--- config.mk ---
export PLATFORM = sky130hd
export DESIGN_NAME = lcd_halfdigit_drv
export DESIGN_NICKNAME = d
export VERILOG_FILES = /design/src/rtl/lcdh_pkg.sv /design/src/rtl/lcdh_bp_div.sv /design/src/rtl/lcdh_bin2bcd.sv /design/src/rtl/lcdh_seg_drive.sv /design/src/rtl/lcd_halfdigit_drv.sv
export SDC_FILE = /design/constraint.sdc
export NUM_CORES = 1
export LEC_CHECK = 0
export ABC_AREA = 1
export BUFFER_PORTS_ARGS = -buffer_cell sky130_fd_sc_hd__buf_2
export CAP_MARGIN = 20
export CORE_AREA = 2 2 99 101
export DETAILED_ROUTE_END_ITERATION = 7
export DIE_AREA = 0 0 101 103
export GPL_TIMING_DRIVEN = 0
export HOLD_SLACK_MARGIN = 0.02
export PLACE_DENSITY = 0.68
export SLEW_MARGIN = 0
export SYNTH_ARGS = -nofsm -noshare
export SYNTH_HDL_FRONTEND = slang
export SYNTH_SLANG_ARGS = --single-unit
--- constraint.sdc ---
create_clock -name clk -period 4.4 [get_ports clk]
set_input_delay 0.88 -clock clk [delete_from_list [all_inputs] [get_ports clk]]
set_output_delay 0.88 -clock clk [all_outputs]
set_load 0.02 [all_outputs]
--- src/rtl/lcdh_pkg.sv ---
package lcdh_pkg;

   localparam int SEG_N = 7;

   typedef logic [SEG_N-1:0] seg_t;

   // lit pattern of a decimal digit, bit 0 = segment a ... bit 6 = segment g
   function automatic seg_t digit_font(input logic [3:0] d);
      seg_t s;
      case (d)
         4'd0:    s = 7'h3F;
         4'd1:    s = 7'h06;
         4'd2:    s = 7'h5B;
         4'd3:    s = 7'h4F;
         4'd4:    s = 7'h66;
         4'd5:    s = 7'h6D;
         4'd6:    s = 7'h7D;
         4'd7:    s = 7'h07;
         4'd8:    s = 7'h7F;
         4'd9:    s = 7'h6F;
         default: s = 7'h00;
      endcase
      return s;
   endfunction

endpackage

--- src/rtl/lcdh_bp_div.sv ---
module lcdh_bp_div #(
   parameter int DIV = 800
) (
   input  logic clk,
   input  logic rst,
   output logic bp_o
);
   localparam int HALF = DIV / 2;
   localparam int CW   = (HALF > 1) ? $clog2(HALF) : 1;

   if (DIV % 2 != 0 || DIV < 4) begin : g_bad_div
      $error("lcdh_bp_div: DIV must be even and at least 4");
   end

   logic [CW-1:0] cnt;

   always_ff @(posedge clk) begin
      if (rst) begin
         cnt  <= '0;
         bp_o <= 1'b0;
      end else if (cnt == CW'(HALF - 1)) begin
         cnt  <= '0;
         bp_o <= ~bp_o;
      end else begin
         cnt <= cnt + 1'b1;
      end
   end

   // counter never leaves the half-period window
   assert_cnt_window_R1: assert property (@(posedge clk) disable iff (rst)
      cnt <= CW'(HALF - 1));

   // backplane only changes right after the counter wrapped
   assert_bp_edge_at_wrap_R1: assert property (@(posedge clk) disable iff (rst)
      (bp_o != $past(bp_o)) |-> (cnt == '0));

endmodule

--- src/rtl/lcdh_bin2bcd.sv ---
module lcdh_bin2bcd #(
   parameter int BIN_W = 11,
   parameter int NDIG  = 4
) (
   input  logic              clk,
   input  logic              rst,
   input  logic              start_i,
   input  logic [BIN_W-1:0]  bin_i,
   output logic              busy_o,
   output logic              done_o,
   output logic [4*NDIG-1:0] bcd_o
);
   localparam int BW = 4 * NDIG;
   localparam int IW = $clog2(BIN_W);

   if (BIN_W < 2 || NDIG < 1) begin : g_bad_cfg
      $error("lcdh_bin2bcd: BIN_W must be at least 2 and NDIG at least 1");
   end

   logic [BIN_W-1:0] sh;
   logic [BW-1:0]    acc;
   logic [BW-1:0]    adj;
   logic [IW-1:0]    it;
   logic             digits_ok;

   // add-3 correction of every nibble that would overflow on doubling
   always_comb begin
      adj = acc;
      for (int k = 0; k < NDIG; k++) begin
         if (adj[4*k +: 4] > 4'd4) adj[4*k +: 4] = adj[4*k +: 4] + 4'd3;
      end
   end

   always_ff @(posedge clk) begin
      if (rst) begin
         busy_o <= 1'b0;
         done_o <= 1'b0;
         it     <= '0;
         sh     <= '0;
         acc    <= '0;
      end else begin
         done_o <= 1'b0;
         if (start_i && !busy_o) begin
            sh     <= bin_i;
            acc    <= '0;
            it     <= '0;
            busy_o <= 1'b1;
         end else if (busy_o) begin
            acc <= {adj[BW-2:0], sh[BIN_W-1]};
            sh  <= sh << 1;
            it  <= it + 1'b1;
            if (it == IW'(BIN_W - 1)) begin
               busy_o <= 1'b0;
               done_o <= 1'b1;
            end
         end
      end
   end

   assign bcd_o = acc;

   always_comb begin
      digits_ok = 1'b1;
      for (int k = 0; k < NDIG; k++) begin
         if (acc[4*k +: 4] > 4'd9) digits_ok = 1'b0;
      end
   end

   // a finished conversion holds only decimal digits
   assert_decimal_digits_R3: assert property (@(posedge clk) disable iff (rst)
      done_o |-> digits_ok);

   // done is a single pulse that follows a busy period
   assert_done_after_busy_R6: assert property (@(posedge clk) disable iff (rst)
      done_o |-> ($past(busy_o) && !busy_o));

endmodule

--- src/rtl/lcdh_seg_drive.sv ---
module lcdh_seg_drive #(
   parameter int W = 7
) (
   input  logic [W-1:0] lit_i,
   input  logic         bp_i,
   input  logic         test_i,
   output logic [W-1:0] seg_o
);
   if (W < 1) begin : g_bad_w
      $error("lcdh_seg_drive: W must be positive");
   end

   // dark = in phase with backplane, lit = antiphase; test forces static high
   always_comb begin
      if (test_i) seg_o = '1;
      else        seg_o = lit_i ^ {W{bp_i}};
   end

endmodule

--- src/rtl/lcd_halfdigit_drv.sv ---
module lcd_halfdigit_drv
   import lcdh_pkg::*;
#(
   parameter int CLK_DIV  = 800,
   parameter int MAG_W    = 11,
   parameter int MAX_READ = 1999
) (
   input  logic             clk,
   input  logic             rst,
   input  logic             load_i,
   input  logic [MAG_W-1:0] mag_i,
   input  logic             neg_i,
   input  logic             ovr_i,
   input  logic             test_i,
   output logic             bp_o,
   output logic             seg_half_o,
   output logic [6:0]       seg_hund_o,
   output logic [6:0]       seg_tens_o,
   output logic [6:0]       seg_ones_o,
   output logic             seg_minus_o
);
   localparam int NFULL = 3;
   localparam int NDIG  = NFULL + 1;
   localparam int BW    = 4 * NDIG;

   if ((2 ** MAG_W) <= MAX_READ) begin : g_bad_mag
      $error("lcd_halfdigit_drv: MAG_W too narrow for MAX_READ");
   end
   if (MAX_READ > 1999) begin : g_bad_max
      $error("lcd_halfdigit_drv: half digit can only show 1");
   end

   logic          bp;
   logic          conv_busy;
   logic          conv_done;
   logic [BW-1:0] bcd;

   // values captured with the strobe, committed when the digits are ready
   logic          p_neg, p_ovr;
   logic          d_valid, d_neg, d_ovr, d_half;
   logic [3:0]    d_dig [NFULL];

   seg_t          lit_full [NFULL];
   seg_t          seg_full [NFULL];
   logic          lit_half, lit_minus;
   logic          bp_eff;

   lcdh_bp_div #(.DIV(CLK_DIV)) u_bp (
      .clk  (clk),
      .rst  (rst),
      .bp_o (bp)
   );

   lcdh_bin2bcd #(.BIN_W(MAG_W), .NDIG(NDIG)) u_conv (
      .clk     (clk),
      .rst     (rst),
      .start_i (load_i),
      .bin_i   (mag_i),
      .busy_o  (conv_busy),
      .done_o  (conv_done),
      .bcd_o   (bcd)
   );

   always_ff @(posedge clk) begin
      if (rst) begin
         p_neg   <= 1'b0;
         p_ovr   <= 1'b0;
         d_valid <= 1'b0;
         d_neg   <= 1'b0;
         d_ovr   <= 1'b0;
         d_half  <= 1'b0;
         for (int k = 0; k < NFULL; k++) d_dig[k] <= '0;
      end else begin
         if (load_i && !conv_busy) begin
            p_neg <= neg_i;
            p_ovr <= ovr_i || (mag_i > MAG_W'(MAX_READ));
         end
         if (conv_done) begin
            d_valid <= 1'b1;
            d_neg   <= p_neg;
            d_ovr   <= p_ovr;
            d_half  <= (bcd[BW-1 -: 4] != 4'd0);
            for (int k = 0; k < NFULL; k++) d_dig[k] <= bcd[4*k +: 4];
         end
      end
   end

   always_comb begin
      lit_half  = d_valid && (d_ovr || d_half);
      lit_minus = d_valid && d_neg;
      bp_eff    = test_i ? 1'b0 : bp;
   end

   for (genvar k = 0; k < NFULL; k++) begin : g_digit
      assign lit_full[k] = (d_valid && !d_ovr) ? digit_font(d_dig[k]) : '0;

      lcdh_seg_drive #(.W(SEG_N)) u_drv (
         .lit_i  (lit_full[k]),
         .bp_i   (bp),
         .test_i (test_i),
         .seg_o  (seg_full[k])
      );
   end

   lcdh_seg_drive #(.W(1)) u_half (
      .lit_i  (lit_half),
      .bp_i   (bp),
      .test_i (test_i),
      .seg_o  (seg_half_o)
   );

   lcdh_seg_drive #(.W(1)) u_minus (
      .lit_i  (lit_minus),
      .bp_i   (bp),
      .test_i (test_i),
      .seg_o  (seg_minus_o)
   );

   assign bp_o       = bp_eff;
   assign seg_ones_o = seg_full[0];
   assign seg_tens_o = seg_full[1];
   assign seg_hund_o = seg_full[2];

   // ---------------------------------------------------------------- checks
   logic [16:0] disp_vec;
   assign disp_vec = {d_valid, d_neg, d_ovr, d_half, d_dig[2], d_dig[1], d_dig[0]};

   // displayed reading never moves while a conversion is running
   assert_hold_while_busy_R6: assert property (@(posedge clk) disable iff (rst)
      (conv_busy && $past(conv_busy)) |-> $stable(disp_vec));

   // a busy converter keeps its pending flags despite new strobes
   assert_strobe_ignored_R7: assert property (@(posedge clk) disable iff (rst)
      ($past(conv_busy) && $past(load_i)) |-> ($stable(p_neg) && $stable(p_ovr)));

   // with a steady reading, every segment flips with the backplane
   assert_ac_follow_R2: assert property (@(posedge clk) disable iff (rst)
      (!test_i && $past(!test_i) && (bp_o != $past(bp_o)) && $stable(disp_vec))
      |-> (seg_ones_o == ~$past(seg_ones_o) && seg_minus_o == ~$past(seg_minus_o)));

   // test mode is static: backplane low, every segment high
   assert_test_static_R8: assert property (@(posedge clk) disable iff (rst)
      test_i |-> (!bp_o && seg_half_o && seg_minus_o && (&seg_ones_o)
                  && (&seg_tens_o) && (&seg_hund_o)));

   // overrange blanks full digits: they sit in phase with backplane
   assert_ovr_blank_R5: assert property (@(posedge clk) disable iff (rst)
      (d_valid && d_ovr && !test_i) |->
      (seg_ones_o == {7{bp_o}} && seg_hund_o == {7{bp_o}} && seg_half_o == ~bp_o));

endmodule

# Word-level counts from Yosys, hierarchy flattened
# Memories as Yosys holds them, arrays and structs flattened.
# Cells that the tools add are included.
# Widths: inputs -> output; s select.
# totals
mem_bits_ro	336
out_inout_bits	24
latch_bits	0
ram_bits	12
register_bits	49
memories	4
word_cells	80
# classes
n_div	0
bitwise_logic	10
n_shift	0
add_sub_neg	6
reduce_logical	13
multipliers	0
muxes	27
n_lt_le_gt_ge	5
n_eq_ne	2
# mem_list
memory	words	word_bits	rd	rd_ports_with_merged_regs	wr	line_no	source
(name not given)	16	7	1	0	0	lcdh_pkg.sv:10	case (d)
(name not given)	16	7	1	0	0	lcdh_pkg.sv:10	
(name not given)	16	7	1	0	0	lcdh_pkg.sv:10	
d_dig	3	4	3	0	3	lcd_halfdigit_drv.sv:41	logic [3:0] d_dig [NFULL];
# op_table
op	count
$mux 7	6
$mux 4	6
$mux 11	2
$xor 7x7->7	3
$gt 4x3->1 const B	4
$add 4x2->4 const B	3
$mux 1	12
$gt 11x11->1 const B	1
$add 9x1->9 const B	1
$eq 9x9->1 const B	1
$add 4x1->4 const B	1
$eq 4x4->1 const B	1
$logic_and 1x1->1	4
$reduce_bool 4->1	1
$reduce_or 2->1	2
$add 3x2->3 const B	1
$mux 3	1
$or 1x1->1	3
$reduce_or 3->1	1
$logic_not 1->1	2
$logic_or 1x1->1	2
$not 1->1	2
$reduce_bool 2->1	1
$xor 1x1->1	2

# Logic depth before layout (Yosys ltp)
# Gate-level depths: netlist of run 1.
# logic_depth
word_depth	5
ltp_mapped	9
mapped_depth_nobuf	9

# Hierarchy
# Synthesis of run 1 repeated with hierarchy kept, for this count alone.
# unflattened
hier_cells	616
area_unflattened_um2	3971.3
# by_module_without_submodules
module	seq_area_each_um2	cells_each	area_per_inst_um2	instances
lcdh_bin2bcd	660.6	268	1756.7	1
lcd_halfdigit_drv	480.5	180	1305.0	1
lcdh_bp_div	200.2	63	464.2	1
lcdh_seg_drive (g_digit[0].u_drv ...)	0.0	31	132.6	3
lcdh_seg_drive (u_half ...)	0.0	6	23.8	2

# Worst setup path after synthesis of run 1
# OpenSTA, ideal clock, no wires.
# synth_path
kind	input port to output port
from	input test_i
to	output seg_hund_o[5]
slack_ps	2077
path_stages	3
n_path_buf	1
required_time_ps	3520
t_arrival_ps	1443
path_cell_list	clkinv_1 > buf_4 > nand3_1
# synth_between
elab_chain_len	1
# synth_lines
item	line_no	source
from (decl)	lcd_halfdigit_drv.sv:14	input logic test_i,
$mux 7	lcdh_seg_drive.sv:15	if (test_i) seg_o = '1;
to (decl)	lcd_halfdigit_drv.sv:17	output logic [6:0] seg_hund_o,
# No other way between the ends.

# Worst setup path after layout of run 1
# layout_path
from	input test_i
to	output seg_hund_o[6]
# The elaborated chain is that of the path after synthesis.

==> results.ini, run 1 <==
[status]
status=finished clean

[logic_synthesis]
yosysWarnings=0
syn_inst=567
yosysSeqAreaShare=0.347
ys_ff_latch=61
avgSynthCellArea_sq_um=6.81
synth_cell_type_count=28
synth_nets=609
synth_area_sq_mm=0.00386

[placed_design]
place_area_sq_mm=0.00421
dp_slack_ns=1.71
io_buffer_count=40
gp_congestion=0.898
dpl.hpwl_um=6060
dp.cells=721

[worst_hold_path]
holdPathEnd=u_bp.cnt[0]
holdPathStages=1
hp-start=u_bp.cnt[0]
hold_class=flip-flop to flip-flop

[timing]
rsz0062_at_grt=false
finalHoldViolCount=0
fin_crit_sh=0.616
final.setup.tns_ns=0
tightest_slew_ns=0.510
layout_setup_ws_ns=1.69
skew_ns=0.00859
slew_headroom=0.659
fmax_mhz=369
setup_viol=0
maxSlewViolCount=0
period_needed_ns=2.71

[final_layout]
n_antenna_cell=0
final_area_sq_mm=0.00439
seqCellArea_sq_mm=0.00134
fillerInstances=967
multi_input_area_sq_mm=0.00205
fin_nets=660
stdcell_count=737
layout-drive-gt1-share=0.162
synthToLayoutAreaGrowth_pct=13.6

[clock_tree]
post_cts_buffers=0
clockBufferDepth=2
numCtsBuffers=9
cts_root_buf=clkbuf_8
clock_sinks=61
htreeDepth=3
postCtsHoldBufs=0
clk_latency_ns=0.34
path_clk_slew_ns=0.08
cts_resized=0
cts_tree=yes

[routing]
viasPerCell=4.78
drt_iter0_markers=146
ant_nets=0
drt-total-wl_um=7790
first_pass_iters=5
drcViolationCount=0
num_vias=3525
wire_per_inst_um=10.6

[global_route]
grt_overflow_total=0
gr-usage-all-layers=0.163
grt_pass1_wl_um=13800
grt_pass1_vias=3328
antenna_found_initial=0
grt_max_degree=15

[power_and_ir_drop]
peakVddDrop_uv=103
p_leak_nw=2.00
cellPowerDensity_mw_per_mm2=282

[floorplanning]
die_x_um=101
start_util=0.408
placeableCoreArea_sq_mm=0.00946
die_height_um=103
die-area_sq_mm=0.0104
placementRows=36
ios=41

[setup_path]
critPathRequiredTime_ns=3.52
cp_max_fo=10
cp-start-kind=input port
cp.arrival_ns=1.83
r2r_start=u_conv.bcd_o[12]
regToRegSetupSlack_ns=3.10
ff2ff_path_depth=8
endpoint_kind=output port
r2r_end=u_conv.bcd_o[14]
critPathKind=input port to output port

[flow_run]
cap_viol_max_count=0

routing by layer:
layer | wire, um | GRT usage | vias to the layer above
met4 | 168 | 0.0894 | 0
met5 | 0 | 0 | -
met3 | 298 | 0.0258 | 13
met2 | 3710 | 0.286 | 71
met1 | 3620 | 0.192 | 1545
li1 | - | - | 1896
per-stage QoR:
stage / total power [mW] / hold WS [ns] / util
final: 1.24 / 0.450 / 0.464
after global routing: 1.30 / 0.477 / 0.464
after CTS: 1.25 / 0.456 / 0.464
after detailed placement: 0.802 / 0.443 / 0.445
after global placement: 0.797 / 0.428 / 0.445
after floorplan: 0.750 / 0.418 / -
registers in the layout, summed over array words and instances (netlist names):
register	count
d_dig	12
d_half	1
d_neg	1
d_ovr	1
d_valid	1
p_neg	1
p_ovr	1
u_bp.bp_o	1
u_bp.cnt	9
u_conv.bcd_o	16
u_conv.busy_o	1
u_conv.done_o	1
u_conv.it	4
u_conv.sh	11
cell usage after synthesis:
cell type    n  area, sq um
a21oi_1     28          140
a21oi_2      7         61.3
buf_2        8         40.0
buf_4        5         37.5
buf_6        6         67.6
clkinv_1     1         3.75
dfxtp_1     49          981
edfxtp_1    12          360
ha_1        25          313
inv_1       80          300
inv_2        6         22.5
nand2_1    170          638
nand2_2      3         18.8
nand2_4      2         22.5
nand3_1     90          450
nand3b_1     1         7.51
nand4_1      5         31.3
nor2_1      32          120
nor2_4       2         22.5
nor3_1       2         10.0
o211ai_1     2         15.0
o21ai_0     15         75.1
o21ai_1      1         5.00
o21ai_2      2         17.5
o22ai_1      1         6.26
or2_2        4         25.0
xnor2_1      5         43.8
xor2_1       3         26.3
worst max path at each step:
stage	from	end	slack, ns	cells past startpoint
2_1_floorplan	test_i	seg_hund_o[5]	2.08	3
5_1_grt	d_dig[0][9]	seg_hund_o[3]	1.56	8
3_5_place_dp	test_i	seg_hund_o[6]	1.71	5
4_1_cts	test_i	seg_hund_o[6]	1.70	5
6_report	test_i	seg_hund_o[6]	1.69	5
3_3_place_gp	test_i	seg_hund_o[6]	1.68	5
worst max-delay path: stages:
cell,delay [ns]
buf_2,0.14
clkinv_1,0.25
buf_4,0.28
nand3_1,0.11
buf_2,0.17
cells by family (layout without fill, tap and decap cells):
group                      after synthesis  in the layout  synth area share
AOI/OAI and AO/OA                       56             56            0.0829
xor gates and xnor gates                 8              8            0.0181
buffers and inverters                  106            162             0.122
adders and majority gates               25             25            0.0810
DFF                                     61             61             0.347
and+or+nand+nor                        311            311             0.349
final cells by class:
cell class / instances / share of cell area
buffer: 19 / 0.0331
clock buffer: 10 / 0.0314
clock inverter: 6 / 0.0103
inverter: 87 / 0.0744
multi-input combinational: 400 / 0.467
sequential: 61 / 0.306
tap: 114 / 0.0325
timing repair buffer: 40 / 0.0456
where the power goes:
| part | internal (mW) | switching, mW | leakage, nW |
|---|---|---|---|
| clock | 0.222 | 0.225 | 0.0932 |
| sequential | 0.591 | 0.0155 | 0.523 |
| combinational | 0.0651 | 0.116 | 1.38 |
layout by cell type, fill, tap and decap left out, drive strengths merged:
cell type	synthesis	final
a21oi	35	35
buf	19	59
clkbuf	0	10
clkinv	1	4
clkinvlp	0	1
dfxtp	49	49
edfxtp	12	12
ha	25	25
inv	86	88
nand2	175	175
nand3	90	90
nand3b	1	1
nand4	5	5
nor2	34	34
nor3	2	2
o211ai	2	2
o21ai	18	18
o22ai	1	1
or2	4	4
xnor2	5	5
xor2	3	3
Power figures use the tool's default switching activity.
==> run 2: changes to the inputs <==
Settings changed: PLACE_DENSITY 0.68 to 0.7.
Clock period 4.4 ns to 2.4 ns, I/O delays scaled along.
==> results.ini, run 2 (synthesis gave the netlist of run 1 again) <==
[floorplanning]
placementRows=36  ; unchanged
die_height_um=103  ; unchanged
start_util=0.408  ; unchanged
die-area_sq_mm=0.0104  ; unchanged
placeableCoreArea_sq_mm=0.00946  ; unchanged
die_x_um=101  ; unchanged
ios=41  ; unchanged

[setup_path]
slowest_stage=edfxtp_1
cp_max_fo=4  ; -6
critPathKind=flip-flop to output port
critPathRequiredTime_ns=1.92  ; -1.60 ns
ff2ff_path_depth=8  ; unchanged
r2r_end=u_conv.bcd_o[13]
cp.arrival_ns=1.76  ; -0.07 ns
cp-start-kind=flip-flop
regToRegSetupSlack_ns=1.06  ; -2.04 ns
endpoint_kind=output port
crit_chain=inv_1 > ha_1 > or2_2 > nand3_1 > nand2_1 > nand2_1 > nand3_1 > buf_2
max_stage_delay_ns=0.40  ; +0.12 ns
r2r_start=u_conv.bcd_o[12]

[timing]
final.setup.tns_ns=0  ; unchanged
layout_setup_ws_ns=0.159  ; -1.53 ns
slew_headroom=0.664  ; +0.00483
period_needed_ns=2.24
maxSlewViolCount=0  ; unchanged
setup_viol=0  ; unchanged
skew_ns=0.00808  ; -0.000516 ns
timing.hold.ws_ns=0.390  ; -0.0595 ns
fin_crit_sh=0.934
fmax_mhz=446
rsz0062_at_grt=false
finalHoldViolCount=0  ; unchanged
tightest_slew_ns=0.503  ; -0.00723 ns

[final_layout]
n_antenna_cell=0  ; unchanged
fin_nets=661  ; +0.15%
final_cell_mix=nand2_1 (170), nand3_1 (90), inv_1 (80), dfxtp_1 (49), buf_2 (48)
final_common_cell=nand2_1
final_core_util=0.467  ; +0.00357
largest_reg_flops=16  ; unchanged
stdcell_count=738  ; +0.14%
layout-drive-gt1-share=0.163  ; +0.00134
synthToLayoutAreaGrowth_pct=14.5

[routing]
wire_per_inst_um=11.0  ; +4.3%
ant_nets=0  ; unchanged
first_pass_iters=5  ; unchanged
drt-total-wl_um=8140  ; +4.4%
viasPerCell=4.88  ; +1.9%
drcViolationCount=0  ; unchanged
drt_iter0_markers=160  ; +9.6%
num_vias=3598  ; +2.1%

[status]
status=finished clean

[power_and_ir_drop]
p_switching_mw=0.644  ; +81%
p_sw_frac=0.270  ; -0.0185
power.internal_mw=1.74  ; +98%
p_leak_nw=2.02  ; +0.88%
p_clk_frac=0.392  ; +0.030
cellPowerDensity_mw_per_mm2=539  ; +92%
peakVddDrop_uv=227  ; +120%
p_comb_frac=0.141  ; -0.006
power.share.sequential=0.466  ; -0.025

[clock_tree]
cts_root_buf=clkbuf_8
postCtsHoldBufs=0  ; unchanged
clk_latency_ns=0.33  ; about the same
path_clk_slew_ns=0.07  ; about the same
cts_tree=yes
clock_sinks=61  ; unchanged
htreeDepth=3  ; unchanged
clockBufferDepth=2  ; unchanged
numCtsBuffers=9  ; unchanged

[placed_design]
io_buffer_count=40  ; unchanged
gp_congestion=0.884  ; -1.5%
dp.cells=721  ; unchanged
dpl.hpwl_um=6210  ; +2.5%
dp_slack_ns=0.473  ; -1.23 ns

[worst_hold_path]
holdPathEnd=u_conv.sh[0]
hp-start=mag_i[0]
holdPathStages=3  ; +2
hold_class=input port to flip-flop

[global_route]
grt_overflow_total=0  ; unchanged
antenna_found_initial=0  ; unchanged
grt_pass1_vias=3331  ; +0.090%
grt_max_degree=15  ; unchanged
grt_pass1_wl_um=14200  ; +2.7%
gr-usage-all-layers=0.166  ; +0.00279

[flow_run]
cap_viol_max_count=0  ; unchanged

run 2: changes by cell type in the layout (fill, tap and decap cells not counted):
| cell | change |
|---|---|
| buf_4 | +1 |
| bufinv_16 | +1 |
| clkinv_4 | -1 |
| clkbuf_8 | +1 |
| inv_6 | -1 |
run 2: area by class of cell:
cell class	instances	area, sq um
Buffer	19	145
Timing Repair Buffer	41	208
Clock buffer	11	151
Clock inverter	5	57.6
Sequential cell	61	1340
Multi-Input combinational cell	400	2050
Tap cell	114	143
Fill cell	969	5040
Inverter	87	327
run 2: power groups by stage:
| stage | clock network, mW | logic (mW) | registers, mW |
|---|---|---|---|
| after floorplan | 0 | 0.245 | 1.13 |
| after global placement | 0 | 0.326 | 1.13 |
| after detailed placement | 0 | 0.335 | 1.14 |
| after CTS | 0.959 | 0.337 | 1.11 |
| after global routing | 1.00 | 0.382 | 1.12 |
| final | 0.936 | 0.337 | 1.11 |
run 2: through the flow:
step / cell area [sq um] / power (mW)
after floorplan: 3860 / 1.37
after global placement: 4210 / 1.46
after detailed placement: 4210 / 1.47
after CTS: 4410 / 2.41
after global routing: 4420 / 2.50
final: 4420 / 2.39
run 2: layer usage:
metal	vias up	GRT usage	share of wire
met1	1633	0.194	0.47
met4	0	0.0561	0.010
met3	6	0.0332	0.029
li1	1897	-	-
met2	62	0.304	0.49
met5	-	0	0
run 2: timing repair:
item,CTS,global route
setup endpoints to repair,0,1
gates resized for setup,0,0
buffers inserted,0,1
run 2: how the worst max path moves through the flow:
stage                    endpoint  slack (ns)         from
floorplan           seg_hund_o[4]        0.60  d_dig[0][9]
global placement      seg_minus_o        0.49       test_i
detailed placement    seg_minus_o        0.47       test_i
CTS                 seg_ones_o[0]        0.12  d_dig[0][1]
global route        seg_tens_o[0]        0.02  d_dig[0][5]
finish              seg_tens_o[0]        0.16  d_dig[0][5]
run 2: critical path, delay by kind of cell (launching register included):
kind / cells / cell delay [ns]
simple gates: 5 / 0.57
flops: 1 / 0.40
buf+inv: 2 / 0.27
fa+ha+maj: 1 / 0.18
